[src/rtl/sac_pkg.sv]
package sac_pkg;
  localparam int DATA_W = 8;
  localparam int FRAC_W = 7;

  typedef enum logic [1:0] {
    OPS_NONE = 2'd0,
    OPS_ONE  = 2'd1,
    OPS_TWO  = 2'd2
  } ops_e;
endpackage

[src/rtl/sac_capture.sv]
module sac_capture
  import sac_pkg::*;
#(
  parameter int DW = DATA_W
) (
  input  logic          clk,
  input  logic          rst_n,
  input  logic          add_i,
  input  logic          stop_i,
  input  logic [DW-1:0] bus_i,
  output ops_e          cnt_o,
  output logic [DW-1:0] op_a_o,
  output logic [DW-1:0] op_b_o,
  output logic [DW-1:0] last_o,
  output logic          add_rise_o
);
  logic          add_q;
  ops_e          cnt_q;
  logic [DW-1:0] op_a_q;
  logic [DW-1:0] op_b_q;
  logic [DW-1:0] last_q;

  assign add_rise_o = add_i & ~add_q;

  always_ff @(posedge clk) begin
    if (!rst_n) begin
      add_q  <= 1'b0;
      cnt_q  <= OPS_NONE;
      op_a_q <= '0;
      op_b_q <= '0;
      last_q <= '0;
    end else begin
      add_q <= add_i;
      if (stop_i) begin
        cnt_q  <= OPS_NONE;
        op_a_q <= '0;
        op_b_q <= '0;
        last_q <= '0;
      end else if (add_rise_o) begin
        last_q <= bus_i;
        if (cnt_q == OPS_NONE) begin
          op_a_q <= bus_i;
          cnt_q  <= OPS_ONE;
        end else begin
          op_b_q <= bus_i;
          cnt_q  <= OPS_TWO;
        end
      end
    end
  end

  assign cnt_o  = cnt_q;
  assign op_a_o = op_a_q;
  assign op_b_o = op_b_q;
  assign last_o = last_q;

  AST_CAPTURE_COUNTS: assert property (@(posedge clk) disable iff (!rst_n)
    (add_rise_o && !stop_i) |=> (cnt_q != OPS_NONE) && (last_q == $past(bus_i)));
  AST_NO_EDGE_NO_CHANGE: assert property (@(posedge clk) disable iff (!rst_n)
    (!add_rise_o && !stop_i) |=> $stable(cnt_q) && $stable(op_a_q) && $stable(op_b_q));
  AST_FIRST_KEPT: assert property (@(posedge clk) disable iff (!rst_n)
    (add_rise_o && !stop_i && cnt_q != OPS_NONE) |=> $stable(op_a_q));
  AST_STOP_WIPES: assert property (@(posedge clk) disable iff (!rst_n)
    stop_i |=> (cnt_q == OPS_NONE) && (last_q == '0));
endmodule

[src/rtl/sac_compute.sv]
module sac_compute
  import sac_pkg::*;
#(
  parameter int DW   = DATA_W,
  parameter int FRAC = FRAC_W
) (
  input  logic          clk,
  input  logic          rst_n,
  input  ops_e          cnt_i,
  input  logic [DW-1:0] op_a_i,
  input  logic [DW-1:0] op_b_i,
  input  logic [DW-1:0] last_i,
  input  logic          sharpen_i,
  input  logic [DW-1:0] scale_i,
  output logic [DW-1:0] res_o
);
  localparam int PW = 2 * DW;

  function automatic logic [DW-1:0] scale_add_sat(input logic [DW-1:0] a,
                                                  input logic [DW-1:0] b,
                                                  input logic [DW-1:0] s);
    logic [PW-1:0] prod;
    logic [PW:0]   sum;
    prod = {{DW{1'b0}}, a} * {{DW{1'b0}}, s};
    sum  = {1'b0, prod >> FRAC} + {{(PW+1-DW){1'b0}}, b};
    if (sum > {{(PW+1-DW){1'b0}}, {DW{1'b1}}}) return {DW{1'b1}};
    return sum[DW-1:0];
  endfunction

  function automatic logic [DW:0] mag_of(input logic [DW-1:0] v);
    logic [DW:0] ext;
    ext = {v[DW-1], v};
    return v[DW-1] ? (~ext + 1'b1) : ext;
  endfunction

  function automatic logic [DW-1:0] gate(input logic [DW-1:0] v,
                                         input logic [DW-1:0] s);
    return (mag_of(v) > {1'b0, s}) ? v : '0;
  endfunction

  always_comb begin
    res_o = '0;
    if (cnt_i != OPS_NONE) begin
      if (sharpen_i)               res_o = gate(last_i, scale_i);
      else if (cnt_i == OPS_ONE)   res_o = op_a_i;
      else                         res_o = scale_add_sat(op_a_i, op_b_i, scale_i);
    end
  end

  AST_GATE_PASS_OR_ZERO: assert property (@(posedge clk) disable iff (!rst_n)
    (sharpen_i && cnt_i != OPS_NONE) |-> (res_o == '0 || res_o == last_i));
  AST_NO_OVERFLOW: assert property (@(posedge clk) disable iff (!rst_n)
    (!sharpen_i && cnt_i == OPS_TWO) |-> (res_o >= op_b_i));
  AST_PASS_ONE: assert property (@(posedge clk) disable iff (!rst_n)
    (!sharpen_i && cnt_i == OPS_ONE) |-> (res_o == op_a_i));
endmodule

[src/rtl/sac_bus_drv.sv]
module sac_bus_drv
  import sac_pkg::*;
#(
  parameter int DW = DATA_W
) (
  input  logic          clk,
  input  logic          rst_n,
  input  logic          go_i,
  input  logic          stop_i,
  input  logic [DW-1:0] res_i,
  output logic [DW-1:0] bus_o,
  output logic          oe_o
);
  logic [DW-1:0] res_q;
  logic          oe_q;

  always_ff @(posedge clk) begin
    if (!rst_n) begin
      res_q <= '0;
      oe_q  <= 1'b0;
    end else if (stop_i) begin
      res_q <= '0;
      oe_q  <= 1'b0;
    end else if (go_i) begin
      res_q <= res_i;
      oe_q  <= 1'b1;
    end
  end

  assign bus_o = res_q & {DW{oe_q}};
  assign oe_o  = oe_q;

  AST_GO_ENABLES: assert property (@(posedge clk) disable iff (!rst_n)
    (go_i && !stop_i) |=> oe_q && (bus_o == $past(res_i)));
  AST_RESULT_HOLDS: assert property (@(posedge clk) disable iff (!rst_n)
    (!go_i && !stop_i) |=> $stable(bus_o));
  AST_STOP_RELEASES: assert property (@(posedge clk) disable iff (!rst_n)
    stop_i |=> !oe_q && (bus_o == '0));
endmodule

[src/rtl/scale_acc_unit.sv]
module scale_acc_unit
  import sac_pkg::*;
#(
  parameter int DW   = DATA_W,
  parameter int FRAC = FRAC_W
) (
  input  logic          clk,
  input  logic          rst_n,
  input  logic          add_i,
  input  logic          go_i,
  input  logic          stop_i,
  input  logic          sharpen_i,
  input  logic [DW-1:0] scale_i,
  input  logic [DW-1:0] bus_i,
  output logic [DW-1:0] bus_o,
  output logic          bus_oe_o
);
  ops_e          cnt_w;
  logic [DW-1:0] op_a_w;
  logic [DW-1:0] op_b_w;
  logic [DW-1:0] last_w;
  logic          add_rise_w;
  logic [DW-1:0] res_w;

  sac_capture #(.DW(DW)) u_capture (
    .clk(clk), .rst_n(rst_n), .add_i(add_i), .stop_i(stop_i), .bus_i(bus_i),
    .cnt_o(cnt_w), .op_a_o(op_a_w), .op_b_o(op_b_w), .last_o(last_w),
    .add_rise_o(add_rise_w)
  );

  sac_compute #(.DW(DW), .FRAC(FRAC)) u_compute (
    .clk(clk), .rst_n(rst_n), .cnt_i(cnt_w), .op_a_i(op_a_w), .op_b_i(op_b_w),
    .last_i(last_w), .sharpen_i(sharpen_i), .scale_i(scale_i), .res_o(res_w)
  );

  sac_bus_drv #(.DW(DW)) u_bus (
    .clk(clk), .rst_n(rst_n), .go_i(go_i), .stop_i(stop_i), .res_i(res_w),
    .bus_o(bus_o), .oe_o(bus_oe_o)
  );

  AST_EMPTY_GIVES_ZERO: assert property (@(posedge clk) disable iff (!rst_n)
    (cnt_w == OPS_NONE && go_i && !stop_i) |=> (bus_o == '0));
  AST_RESET_QUIET: assert property (@(posedge clk)
    !rst_n |=> !bus_oe_o && (bus_o == '0));
endmodule

[config.mk]
export PLATFORM = sky130hd
export DESIGN_NAME = scale_acc_unit
export DESIGN_NICKNAME = d
export VERILOG_FILES = /design/src/rtl/sac_pkg.sv /design/src/rtl/sac_capture.sv /design/src/rtl/sac_compute.sv /design/src/rtl/sac_bus_drv.sv /design/src/rtl/scale_acc_unit.sv
export SDC_FILE = /design/constraint.sdc
export NUM_CORES = 1
export LEC_CHECK = 0
export ABC_AREA = 0
export BUFFER_PORTS_ARGS = -buffer_cell sky130_fd_sc_hd__clkbuf_2
export CAP_MARGIN = 15
export CORE_ASPECT_RATIO = 1.75
export CORE_MARGIN = 8
export CORE_UTILIZATION = 50
export DETAILED_ROUTE_END_ITERATION = 12
export MAX_ROUTING_LAYER = met4
export PLACE_DENSITY = 0.68
export SLEW_MARGIN = 20
export SYNTH_ARGS = -nofsm -noshare
export SYNTH_HDL_FRONTEND = slang
export SYNTH_HIERARCHICAL = 1
export SYNTH_SLANG_ARGS = --single-unit
[constraint.sdc]
create_clock -name clk -period 6.3 [get_ports clk]
set_input_delay 0 -clock clk [delete_from_list [all_inputs] [get_ports clk]]
set_output_delay 0 -clock clk [all_outputs]
set_load 0.05 [all_outputs]
* After elaboration in Yosys (flattened, before gate mapping)
Cells that the tools add are included.
Cells by class: add/subtract/negate cells 2, multipliers 1, $lt $le $gt $ge 2, equality and inequality tests 1, multiplexer cells 12, bitwise operators 6, reduce and logical (&&, ||, !) cells 5
Operators with widths (count):
- $mux 8 | 6
- $gt 17x8->1 const B | 1
- $mul 8x8->16 | 1
- $add 9x8->10 | 1
- $add 9x1->9 const B | 1
- $gt 9x8->1 | 1
- $mux 9 | 1
- $not 9->9 | 1
- $and 8x8->8 | 1
- $mux 1 | 4
- $reduce_and 2->1 | 2
- $not 1->1 | 3
- $eq 2x1->1 const B | 1
- $logic_not 2->1 | 1
- $mux 2 | 1
- $reduce_bool 2->1 | 1
- $reduce_or 2->1 | 1
- $and 1x1->1 | 1
Word-level totals: flip-flop bits (word level) 36, input bits 22, output and inout port bits 9

* Depth between registers and ports, before layout
Gate-level depths: netlist (run 1).
depth in word-level cells 11, depth in mapped cells 27, gate-level depth less buffers 27

* Modules after synthesis
Netlist (run 1), hierarchy kept.
Modules (own cells, without submodules):
- sac_compute | times used 1, cells each 346, area an instance 2844.0 um^2, seq. area each 0.0 um^2
- sac_capture | times used 1, cells each 112, area an instance 1029.7 um^2, seq. area each 540.5 um^2
- sac_bus_drv | times used 1, cells each 38, area an instance 370.4 um^2, seq. area each 180.2 um^2

* Least setup slack after synthesis (run 1)
No wires, ideal clock.
kind reg-to-reg, start point reg u_capture.op_a_q[1] (netlist: u_capture/op_a_o[1]), end point reg u_bus.res_q[2], setup time 116 ps, arrival time 5527 ps, data required time 6184 ps, path slack 656 ps, stages on the path, launching flop included 25, buffers on the path 0, cells stage by stage dfxtp_1 -> and2_1 -> fa_1 -> fa_1 -> fa_1 -> inv_1 -> fa_1 -> inv_1 -> ha_1 -> a21oi_1 -> o21ai_0 -> a31o_1 -> a21oi_1 -> o21ai_0 -> xor2_1 -> ha_1 -> nand2_1 -> nor2_1 -> o21ai_0 -> a311oi_1 -> nor2b_1 -> mux2i_1 -> a221o_1 -> mux2i_1 -> nor2_1
Between the ends: word-level cells in the longest chain between the ends 11
RTL lines:
- from (decl) | line sac_capture.sv:19 | logic [DW-1:0] op_a_q;
- from (signal assigned) | line sac_capture.sv:42 | op_a_q <= bus_i;
- $mul 8x8->16 (*) | line sac_compute.sv:24 | prod = {{DW{1'b0}}, a} * {{DW{1'b0}}, s};
- $add 9x8->10 (*) | line sac_compute.sv:25 | sum = {1'b0, prod >> FRAC} + {{(PW+1-DW){1'b0}}, b};
- $gt 17x8->1 | line sac_compute.sv:26 | if (sum > {{(PW+1-DW){1'b0}}, {DW{1'b1}}}) return {DW{1'b1}};
- $mux 1 | line sac_compute.sv:26
- $mux 1 | line sac_compute.sv:45 | else if (cnt_i == OPS_ONE) res_o = op_a_i;
- $mux 1 | line sac_compute.sv:44 | if (sharpen_i) res_o = gate(last_i, scale_i);
- $mux 1 | line sac_compute.sv:43 | if (cnt_i != OPS_NONE) begin
- $mux 8 (*) | line sac_compute.sv:27 | return sum[DW-1:0];
- $mux 8 (*) | line sac_compute.sv:45
- $mux 8 (*) | line sac_compute.sv:44
- $mux 8 (*) | line sac_compute.sv:43
- net res_w[2] | line scale_acc_unit.sv:23 | logic [DW-1:0] res_w;
- to (signal assigned) | line sac_bus_drv.sv:25 | res_q <= res_i;
- to (decl) | line sac_bus_drv.sv:14 | logic [DW-1:0] res_q;
The timed path passes the listed nets; every way through them passes the cells marked *. The select of a mux whose other input is x is not followed. A chain may end at the register's enable or synchronous reset.

* Final worst setup path (run 1)
start point reg u_capture.op_a_q[4] (netlist: u_capture/op_a_o[4]), end point reg u_bus.res_q[2]
Same word-level chain as after synthesis.

==> results of run 1 <==
[cell type report]
type	count	area share
Multi-Input combinational cell	393	0.6868
Tap cell	92	0.02424
Inverter	54	0.04268
Clock inverter	3	0.005005
Sequential cell	36	0.1533
Clock buffer	5	0.02634
Timing Repair Buffer	46	0.06164
[critical path: stages, from the launching register on]
cell,delay (ps)
dfxtp_2,390
and2_1,200
fa_1,570
fa_1,440
fa_1,570
inv_1,60
fa_1,540
inv_1,50
ha_2,320
a21oi_2,170
o21ai_0,100
a31o_1,250
a21oi_2,210
o21ai_0,130
xor2_1,160
ha_1,330
nand2_1,80
nor2_1,80
o21ai_0,120
a311oi_1,270
nor2b_1,180
mux2i_1,80
a221o_1,330
mux2i_1,130
nor2_1,50
[per-layer routing]
metal / global-route usage / wire [um]
met5: - / 0
met4: 0.1186 / 567
met3: 0.01958 / 307
met2: 0.3758 / 5896
met1: 0.1975 / 4205
[worst paths after layout]
| kind | slack [ps] | end | from |
|---|---|---|---|
| worst min-delay path | 9 | u_capture/last_o[2]$_SDFFE_PP0P_ | bus_i[2] |
| worst max register to register | 360 | u_bus/res_q[2]$_SDFFE_PP0P_ | u_capture/op_a_o[4]$_SDFFE_PP0P_ |
| worst max-delay path | 360 | u_bus/res_q[2]$_SDFFE_PP0P_ | u_capture/op_a_o[4]$_SDFFE_PP0P_ |
| worst min register to register | 480 | u_capture/op_b_o[2]$_SDFFE_PP0P_ | u_capture/op_b_o[2]$_SDFFE_PP0P_ |
[through the flow]
step / utilization / total power (uW)
final: 0.5752 / 614.6
after global routing: 0.5752 / 646.1
after CTS: 0.5717 / 620.2
after detailed placement: 0.5421 / 370.5
after global placement: 0.5421 / 367.4
after floorplan: - / 332.2
[state kept, by name (all words and copies together), names as in the netlist]
signal	cells
u_capture/cnt_o	2
u_capture/last_o	8
u_bus/res_q	8
u_bus/oe_o	1
u_capture/op_b_o	8
u_capture/op_a_o	8
u_capture/add_q	1
[kinds of logic (layout without fill, tap and decap cells)]
group,Yosys count,count (layout)
buffers and inverters,67,108
AND/OR/NAND/NOR,188,188
AO/OA/AOI/OAI,79,79
adder cells (fa/ha/maj),87,87
multiplexers,19,19
flip-flops,36,36
XOR/XNOR,20,20
[cell usage after synthesis (4+ instances only)]
cell | instances | area [um^2]
a21oi_1 | 24 | 120.1
and2_1 | 61 | 381.6
buf_2 | 4 | 20.02
clkbuf_1 | 5 | 18.77
dfxtp_1 | 36 | 720.7
fa_1 | 36 | 720.7
ha_1 | 51 | 638.1
inv_1 | 53 | 198.9
mux2i_1 | 19 | 190.2
nand2_1 | 56 | 210.2
nand2b_1 | 7 | 43.79
nand3_1 | 9 | 45.04
nor2_1 | 28 | 105.1
nor2b_1 | 7 | 43.79
nor3_1 | 5 | 25.02
o21a_1 | 4 | 30.03
o21ai_0 | 17 | 85.08
o21ai_2 | 8 | 70.07
xnor2_1 | 11 | 96.34
xor2_1 | 9 | 78.83
[report_power, final]
group / switching, uW / leakage (uW) / internal, uW
registers: 8.53 / 0.000294 / 232
clock network: 96.2 / 0.0000660 / 147
logic: 78.3 / 0.00198 / 52.5
[timing repair]
item,4_1_cts,5_1_grt
setup endpoints to repair,3,8
gates resized for setup,2,10
pin swaps,0,1
hold buffers,9,0
cloned,0,0
endpoints found under the hold margin,8,0
[cell usage in the layout (no fill, tap or decap), types with 4 or more instances in the layout]
cell           netlist  final
clkbuf_2             0     30
nor2b_1              7      7
nor3_1               5      5
o21ai_2              8      8
o21ai_0             17     16
dlygate4sd3_1        0      9
buf_4                0      7
ha_1                51     50
inv_1               53     53
fa_1                36     36
nand3_1              9      9
o21a_1               4      4
xor2_1               9      9
clkbuf_16            0      5
a21oi_1             24     21
dfxtp_1             36     32
nand2b_1             7      7
and2_1              61     61
xnor2_1             11     11
nor2_1              28     28
nand2_1             56     56
mux2i_1             19     18
==> results.yml, run 1 <==
outcome:
  status: "completed"
grt:
  antenna_found_initial: 0
  grt_pass1_wl_mm: 18.17
  grt_start_max_net_pins: 26
  grt_overflow: 0
  grt_pass1_vias: 3839
  grtUsageTotal: 0.2015
route:
  final_antenna_net_count: 0
  vias: 3526
  drc: 0
  drt_iter0_markers: 121
  dr.pass1.iters: 5
  wl_per_cell_um: 17.45
  via_per_inst: 5.606
  totalWireLength_mm: 10.98
setup_path:
  crit_required_ps: 6460
  crit_path_end_kind: "flop"
  critPathLaunchType: "flop"
  crit_path_max_fanout: 10
  critical_path_class: "flop to flop"
  arrival_ps: 6090
  timing.reg2reg.worst_path_depth: 24
finish:
  multi_input_area_um2: 3262
  final_area_um2: 4750
  diodes: 0
  drive_above_1_share: 0.1285
  fill_cells: 769
  regArea_um2: 728.2
  fin_cells: 629
  nets: 645
  area_delta_synth_final_pct: 11.91
sta:
  rsz0062_at_grt: "false"
  finalCritPeriodShare: 0.9422
  whs_ps: 9.142
  setup_viol: 0
  final_hold_viol_count: 0
  fin_setup_tns_ps: 0
  max_freq_ghz: 0.1685
  slew_viol_final: 0
  fin_ws_ps: 364.1
  skew_ps: 3.389
  tightest_slew_ps: 723.9
  max-slew-margin-rel: 0.5174
  fin_crit_ps: 5936
die:
  dieWidth_um: 85.65
  core_area_um2: 8258
  io_pins: 31
  num_rows: 44
  die_h_um: 137.9
  initial_utilization: 0.5139
  die-area_um2: 11810
placed_design:
  portBuffers: 30
  place.gp.congestion: 0.9301
  dpl_cell_area_um2: 4477
  dpl.cell_count: 612
  dp_slack_ps: -22.22
  dpl.hpwl_mm: 8.912
synth:
  ys.flop_type: "dfxtp_1"
  ys_seq_area_frac: 0.1698
  avgSynthCellArea_um2: 8.557
  synth_edf_count: 0
  synth-xor-area-share: 0.04127
  syn_inst: 496
  ys_ff_latch: 36
  synthArstFlopShare: 0
  synth_compound_area_frac: 0.1241
  yosys_warnings: 6
  yosysUniqueCellTypes: 50
  synthAdderAreaFrac: 0.3202
  synth_top_family_by_area: "adder cells"
  yosys.area_share.simple: 0.2320
  synth_area_um2: 4244
  syn_nets: 605
  synthMuxAreaShare: 0.04481
pwr:
  powerDensity_nw_per_um2: 129.4
  leakage_uw: 0.002336
  peakVddDrop_uv: 138.8
clocking:
  clock_path_buffers: 2
  cts_tree: "yes"
  htree_levels: 2
  clkLatencyLatePin_ps: 280
  path_clk_slew_ps: 60
  cts_root_buf: "clkbuf_16"
  cts_made_buffers: 5
  cts_sinks: 36
  post-cts-setup-buffer-count: 0
run:
  maxCapViolCount: 0
hold_path:
  whs_path_depth: 3
  hp-class: "primary input to flop"
Power figures use the tool's default switching activity.
==> run 2, diff against run 1 <==
--- a/config.mk
+++ b/config.mk
@@ -12,7 +12,6 @@
 export CORE_MARGIN = 8
 export CORE_UTILIZATION = 50
 export DETAILED_ROUTE_END_ITERATION = 12
-export MAX_ROUTING_LAYER = met4
 export PLACE_DENSITY = 0.68
 export SLEW_MARGIN = 20
 export SYNTH_ARGS = -nofsm -noshare
==> run 2 against run 1 <==
Against the previous run:
- die area stayed put
- non-clock buffer count unchanged
- worst hold slack improved by 150 ps
- cell count stayed put
- worst setup slack got worse by 22 ps
- design area is 0.21% higher
- sequential power about the same
- total power rose by 6.1%
- first-iteration DRC count increased by 7.4%
==> results.yml, run 2 (same netlist as run 1, synthesis figures left out) <==
outcome:
  status: "completed"
setup_path:
  critPathLaunchType: "flop"
  crit_path_end_kind: "flop"
  critical_path_class: "flop to flop"
  crit_required_ps: 6460
  crit_path_max_fanout: 10
  arrival_ps: 6120
finish:
  final_common_cell: "and2_1"
  fin_cells: 629
  layout_common_cells: "and2_1 (61), nand2_1 (56), inv_1 (53), ha_1 (50), fa_1 (36)"
  final_util: 0.5764
  nets: 645
  diodes: 0
  drive_above_1_share: 0.1266
  area_delta_synth_final_pct: 12.15
  fill_cells: 787
route:
  final_antenna_net_count: 0
  dr.pass1.iters: 4
  vias: 3551
  drt_iter0_markers: 130
  totalWireLength_mm: 10.71
  via_per_inst: 5.645
  wl_per_cell_um: 17.03
  drc: 0
clocking:
  path_clk_slew_ps: 60
  cts_sinks: 36
  post-cts-setup-buffer-count: 0
  cts_root_buf: "clkbuf_16"
  cts_tree: "yes"
  clkLatencyLatePin_ps: 280
  htree_levels: 2
  cts_made_buffers: 5
  clock_path_buffers: 2
placed_design:
  dpl.cell_count: 611
  place.gp.congestion: 0.9246
  dpl.hpwl_mm: 8.727
  portBuffers: 30
pwr:
  p_sw_frac: 0.2788
  leakage_uw: 0.002348
  p_clk_frac: 0.432
  power.total_uw: 652.0
  power.switching_uw: 181.8
  peakVddDrop_uv: 202.5
  pwr-share-comb: 0.198
  powerDensity_nw_per_um2: 137.0
  p_seq_frac: 0.370
  internal_power_uw: 470.2
grt:
  grt_overflow: 0
  grt_pass1_vias: 3668
  antenna_found_initial: 0
  grt_pass1_wl_mm: 17.61
  grt_start_max_net_pins: 26
  grtUsageTotal: 0.1900
sta:
  finalCritPeriodShare: 0.9457
  final_hold_viol_count: 0
  skew_ps: 3.516
  tightest_slew_ps: 743.4
  slew_viol_final: 0
  max_freq_ghz: 0.1678
  fin_crit_ps: 5958
  rsz0062_at_grt: "false"
  max-slew-margin-rel: 0.4992
  setup_viol: 0
die:
  io_pins: 31
  die-area_um2: 11810
  num_rows: 44
  dieWidth_um: 85.65
  initial_utilization: 0.5139
  core_area_um2: 8258
  die_h_um: 137.9
run:
  maxCapViolCount: 0
hold_path:
  hp-class: "primary input to flop"
## run 2: cell count changes in the layout (fill, tap and decap cells not counted), sizes merged
cell	delta
dlygate4sd3	+1
clkinvlp	-1
bufinv	+1
buf	-1
## run 2: routing by layer
layer / global-route usage / vias up / wire, um
li1: - / 1726 / -
met1: 0.1920 / 1714 / 4065
met2: 0.3706 / 83 / 5853
met3: 0.02136 / 28 / 318
met4: 0.09608 / 0 / 473
met5: 0 / - / 0
## run 2: metrics by stage
step	TNS [ps]	worst slack (ps)	hold WS [ps]	area, um^2
2_1_floorplan	0	656.4	121.7	4244
4_1_cts	0	42.86	159.1	4742
6_report	0	341.9	156.0	4760
3_5_place_dp	-28.55	-20.28	247.8	4469
3_3_place_gp	0	109.4	233.4	4469
5_1_grt	0	15.45	212.3	4760
## run 2: worst max-delay path, stage by stage (launching register included)
cell	delay (ps)
dfxtp_2	390
and2_1	200
fa_1	600
fa_1	460
fa_1	550
inv_1	60
fa_1	530
inv_1	50
ha_2	310
a21oi_2	170
o21ai_0	110
a31o_1	250
a21oi_2	200
o21ai_0	130
xor2_1	160
ha_1	330
nand2_1	80
nor2_1	90
o21ai_0	110
a311oi_1	280
nand2_1	110
mux2i_2	310
a222oi_1	170
mux2i_1	150
nor2_1	50
## run 2: final timing paths
path                                    startpoint  depth (start not counted)                               end  slack, ps
hold / removal                                go_i                          3           u_bus/oe_o$_SDFFE_PP0P_        160
hold reg to reg   u_capture/op_b_o[7]$_SDFFE_PP0P_                          2  u_capture/op_b_o[7]$_SDFFE_PP0P_        470
setup / recovery  u_capture/op_a_o[4]$_SDFFE_PP0P_                         24       u_bus/res_q[0]$_SDFFE_PP0P_        340
setup reg to reg  u_capture/op_a_o[4]$_SDFFE_PP0P_                         24       u_bus/res_q[0]$_SDFFE_PP0P_        340
## run 2: power groups by stage
stage / Combinational [uW] / Clock [uW] / Sequential [uW]
after CTS: 129 / 286 / 241
after detailed placement: 123 / 0 / 246
after floorplan: 89.1 / 0 / 243
after global routing: 146 / 294 / 242
final: 129 / 282 / 241
after global placement: 121 / 0 / 246
## run 2: repair_timing
action / 4_1_cts / 5_1_grt
hold buffers: 10 / 0
pin swaps: 0 / 1
endpoints found under the hold margin: 9 / 0
setup endpoints to repair: 4 / 8
gates resized for setup: 2 / 7
## run 2: layout make-up
class	instances	area, um^2	share of cell area
multi-input combinational	393	3253	0.6835
sequential	36	725.7	0.1525
timing repair buffer	46	295.3	0.06204
inverter	54	202.7	0.04259
clock buffer	5	125.1	0.02629
tap	92	115.1	0.02419
clock inverter	3	42.54	0.008938
==> run 3, diff against run 2 <==
==> constraint.sdc (replaced) <==
create_clock -name clk -period 7.5 [get_ports clk]
set_input_delay 0 -clock clk [delete_from_list [all_inputs] [get_ports clk]]
set_output_delay 0 -clock clk [all_outputs]
set_load 0.05 [all_outputs]
==> run 3 against run 2 <==
Against the previous run:
- non-clock buffer count fell by 5
- critical endpoint is now u_bus/res_q[1]$_SDFFE_PP0P_
- fmax down 9.4%
- largest cell class unchanged
- count of clock-buffer cells in the layout unchanged
- wire length is 2.2% higher
- worst setup slack improved by 580 ps
==> results.yml, run 3 (same netlist as run 1, synthesis figures left out) <==
sta:
  max_freq_ghz: 0.1520
  rsz0062_at_grt: "false"
  tightest_slew_ps: 703.5
  slew_viol_final: 0
  setup_viol: 0
  fin_crit_ps: 6579
  final_hold_viol_count: 0
  skew_ps: 5.696
  whs_ps: 170.6
  fin_setup_tns_ps: 0
  finalCritPeriodShare: 0.8773
  max-slew-margin-rel: 0.5310
hold_path:
  holdPathEnd: "u_bus/oe_o$_SDFFE_PP0P_"
  hold_path.startpoint: "go_i"
  hp-class: "primary input to flop"
  whs_path_depth: 3
clocking:
  clkLatencyLatePin_ps: 280
  htree_levels: 2
  cts_root_buf: "clkbuf_16"
  cts-resized-gates: 0
  path_clk_slew_ps: 60
  post-cts-setup-buffer-count: 0
  clock_path_buffers: 2
  cts_tree: "yes"
  cts_made_buffers: 5
  cts_sinks: 36
run:
  maxCapViolCount: 0
die:
  num_rows: 44
  die_h_um: 137.9
  io_pins: 31
  initial_utilization: 0.5139
  dieWidth_um: 85.65
  die-area_um2: 11810
  core_area_um2: 8258
setup_path:
  critPathLaunchType: "flop"
  reg2reg_to: "u_bus/res_q[1]$_SDFFE_PP0P_"
  critical_path_class: "flop to flop"
  arrival_ps: 6740
  crit_required_ps: 7660
  timing.reg2reg.worst_path_depth: 24
  rr_startpoint: "u_capture/op_a_o[3]$_SDFFE_PP0P_"
  crit_path_max_fanout: 10
  reg2reg_slack_ps: 920
  crit_path_end_kind: "flop"
pwr:
  leakage_uw: 0.002303
  power.switching_uw: 156.7
  powerDensity_nw_per_um2: 110.7
  peakVddDrop_uv: 142.1
  p_sw_frac: 0.3024
  power.total_uw: 518.2
  p_clk_frac: 0.401
  pwr-share-comb: 0.206
  internal_power_uw: 361.5
  p_seq_frac: 0.393
placed_design:
  dpl.hpwl_mm: 8.760
  dpl.cell_count: 606
  portBuffers: 30
  place.gp.congestion: 0.8991
route:
  dr.pass1.iters: 4
  vias: 3527
  drc: 0
  wl_per_cell_um: 17.53
  via_per_inst: 5.652
  final_antenna_net_count: 0
  totalWireLength_mm: 10.94
  drt_iter0_markers: 136
grt:
  grt_pass1_vias: 3662
  grt_start_max_net_pins: 26
  grt_overflow: 0
  antenna_found_initial: 0
  grt_pass1_wl_mm: 17.66
  grtUsageTotal: 0.1905
outcome:
  status: "completed"
finish:
  nets: 640
  area_delta_synth_final_pct: 10.29
  drive_above_1_share: 0.1015
  diodes: 0
  fin_cells: 624
  layout_common_cells: "and2_1 (61), nand2_1 (56), inv_1 (53), ha_1 (51)"
  fill_cells: 742
  final_common_cell: "and2_1"
==> run 3: cell count changes in the layout (fill, tap and decap cells not counted), sizes merged <==
| cell | change |
|---|---|
| buf | -5 |
| bufinv | -1 |
| clkinvlp | +1 |
==> run 3: timing repair <==
action                                  CTS  global route
endpoints found under the setup margin    0             0
hold endpoints to repair                 10             0
hold buffers                             10             0
==> run 3: worst max-delay path by stage <==
stage	startpoint	endpoint	slack, ps	cells after the start
after detailed placement	u_capture/op_a_o[2]$_SDFFE_PP0P_	u_bus/res_q[1]$_SDFFE_PP0P_	1020	24
after global placement	u_capture/op_a_o[2]$_SDFFE_PP0P_	u_bus/res_q[1]$_SDFFE_PP0P_	1190	24
after global routing	u_capture/op_a_o[2]$_SDFFE_PP0P_	u_bus/res_q[1]$_SDFFE_PP0P_	450	24
final	u_capture/op_a_o[3]$_SDFFE_PP0P_	u_bus/res_q[1]$_SDFFE_PP0P_	920	24
after CTS	u_capture/op_a_o[2]$_SDFFE_PP0P_	u_bus/res_q[1]$_SDFFE_PP0P_	950	24
after floorplan	u_capture/op_a_o[1]$_SDFFE_PP0P_	u_bus/res_q[2]$_SDFFE_PP0P_	1860	24
==> run 3: through the flow <==
| step | util | setup slack (ps) | area [um^2] |
|---|---|---|---|
| 3_3_place_gp | 0.5367 | 1189 | 4432 |
| 2_1_floorplan | - | 1856 | 4244 |
| 4_1_cts | 0.5668 | 953.9 | 4681 |
| 5_1_grt | 0.5668 | 449.4 | 4681 |
| 3_5_place_dp | 0.5367 | 1019 | 4432 |
| 6_report | 0.5668 | 920.5 | 4681 |
==> run 3: cell type report <==
type	count	area, um^2	share of cell area
inverter	54	202.7	0.04330
timing repair buffer	41	257.7	0.05507
clock buffer	5	125.1	0.02673
clock inverter	3	23.77	0.005079
multi-input combinational	393	3236	0.6913
sequential	36	720.7	0.1540
tap	92	115.1	0.02459
==> run 3: critical path, stage by stage, from the launching register on <==
cell and delay [ps]:
dfxtp_1 600, and2_1 220, fa_1 450, fa_1 520
fa_1 550, inv_1 50, fa_1 540, inv_1 40
ha_1 360, a21oi_1 190, o21ai_0 120, a31o_1 260
a21oi_1 280, o21ai_0 170, xor2_1 170, ha_1 330
nand2_1 80, nor2_1 80, o21ai_0 110, a311oi_1 370
nand2_1 100, mux2i_1 430, a222oi_1 210, mux2i_1 170
nor2_1 50
==> run 3: power by group through the flow <==
stage	Combinational (uW)	Sequential, uW	Clock (uW)
2_1_floorplan	74.9	204	0
3_3_place_gp	99.7	208	0
3_5_place_dp	102	208	0
4_1_cts	107	204	211
5_1_grt	119	204	220
6_report	107	204	208
==> run 3: layer usage <==
layer	global-route usage	part of all wire
met5	0	0
met4	0.09902	0.039
met3	0.02077	0.021
met2	0.3801	0.55
met1	0.1847	0.39
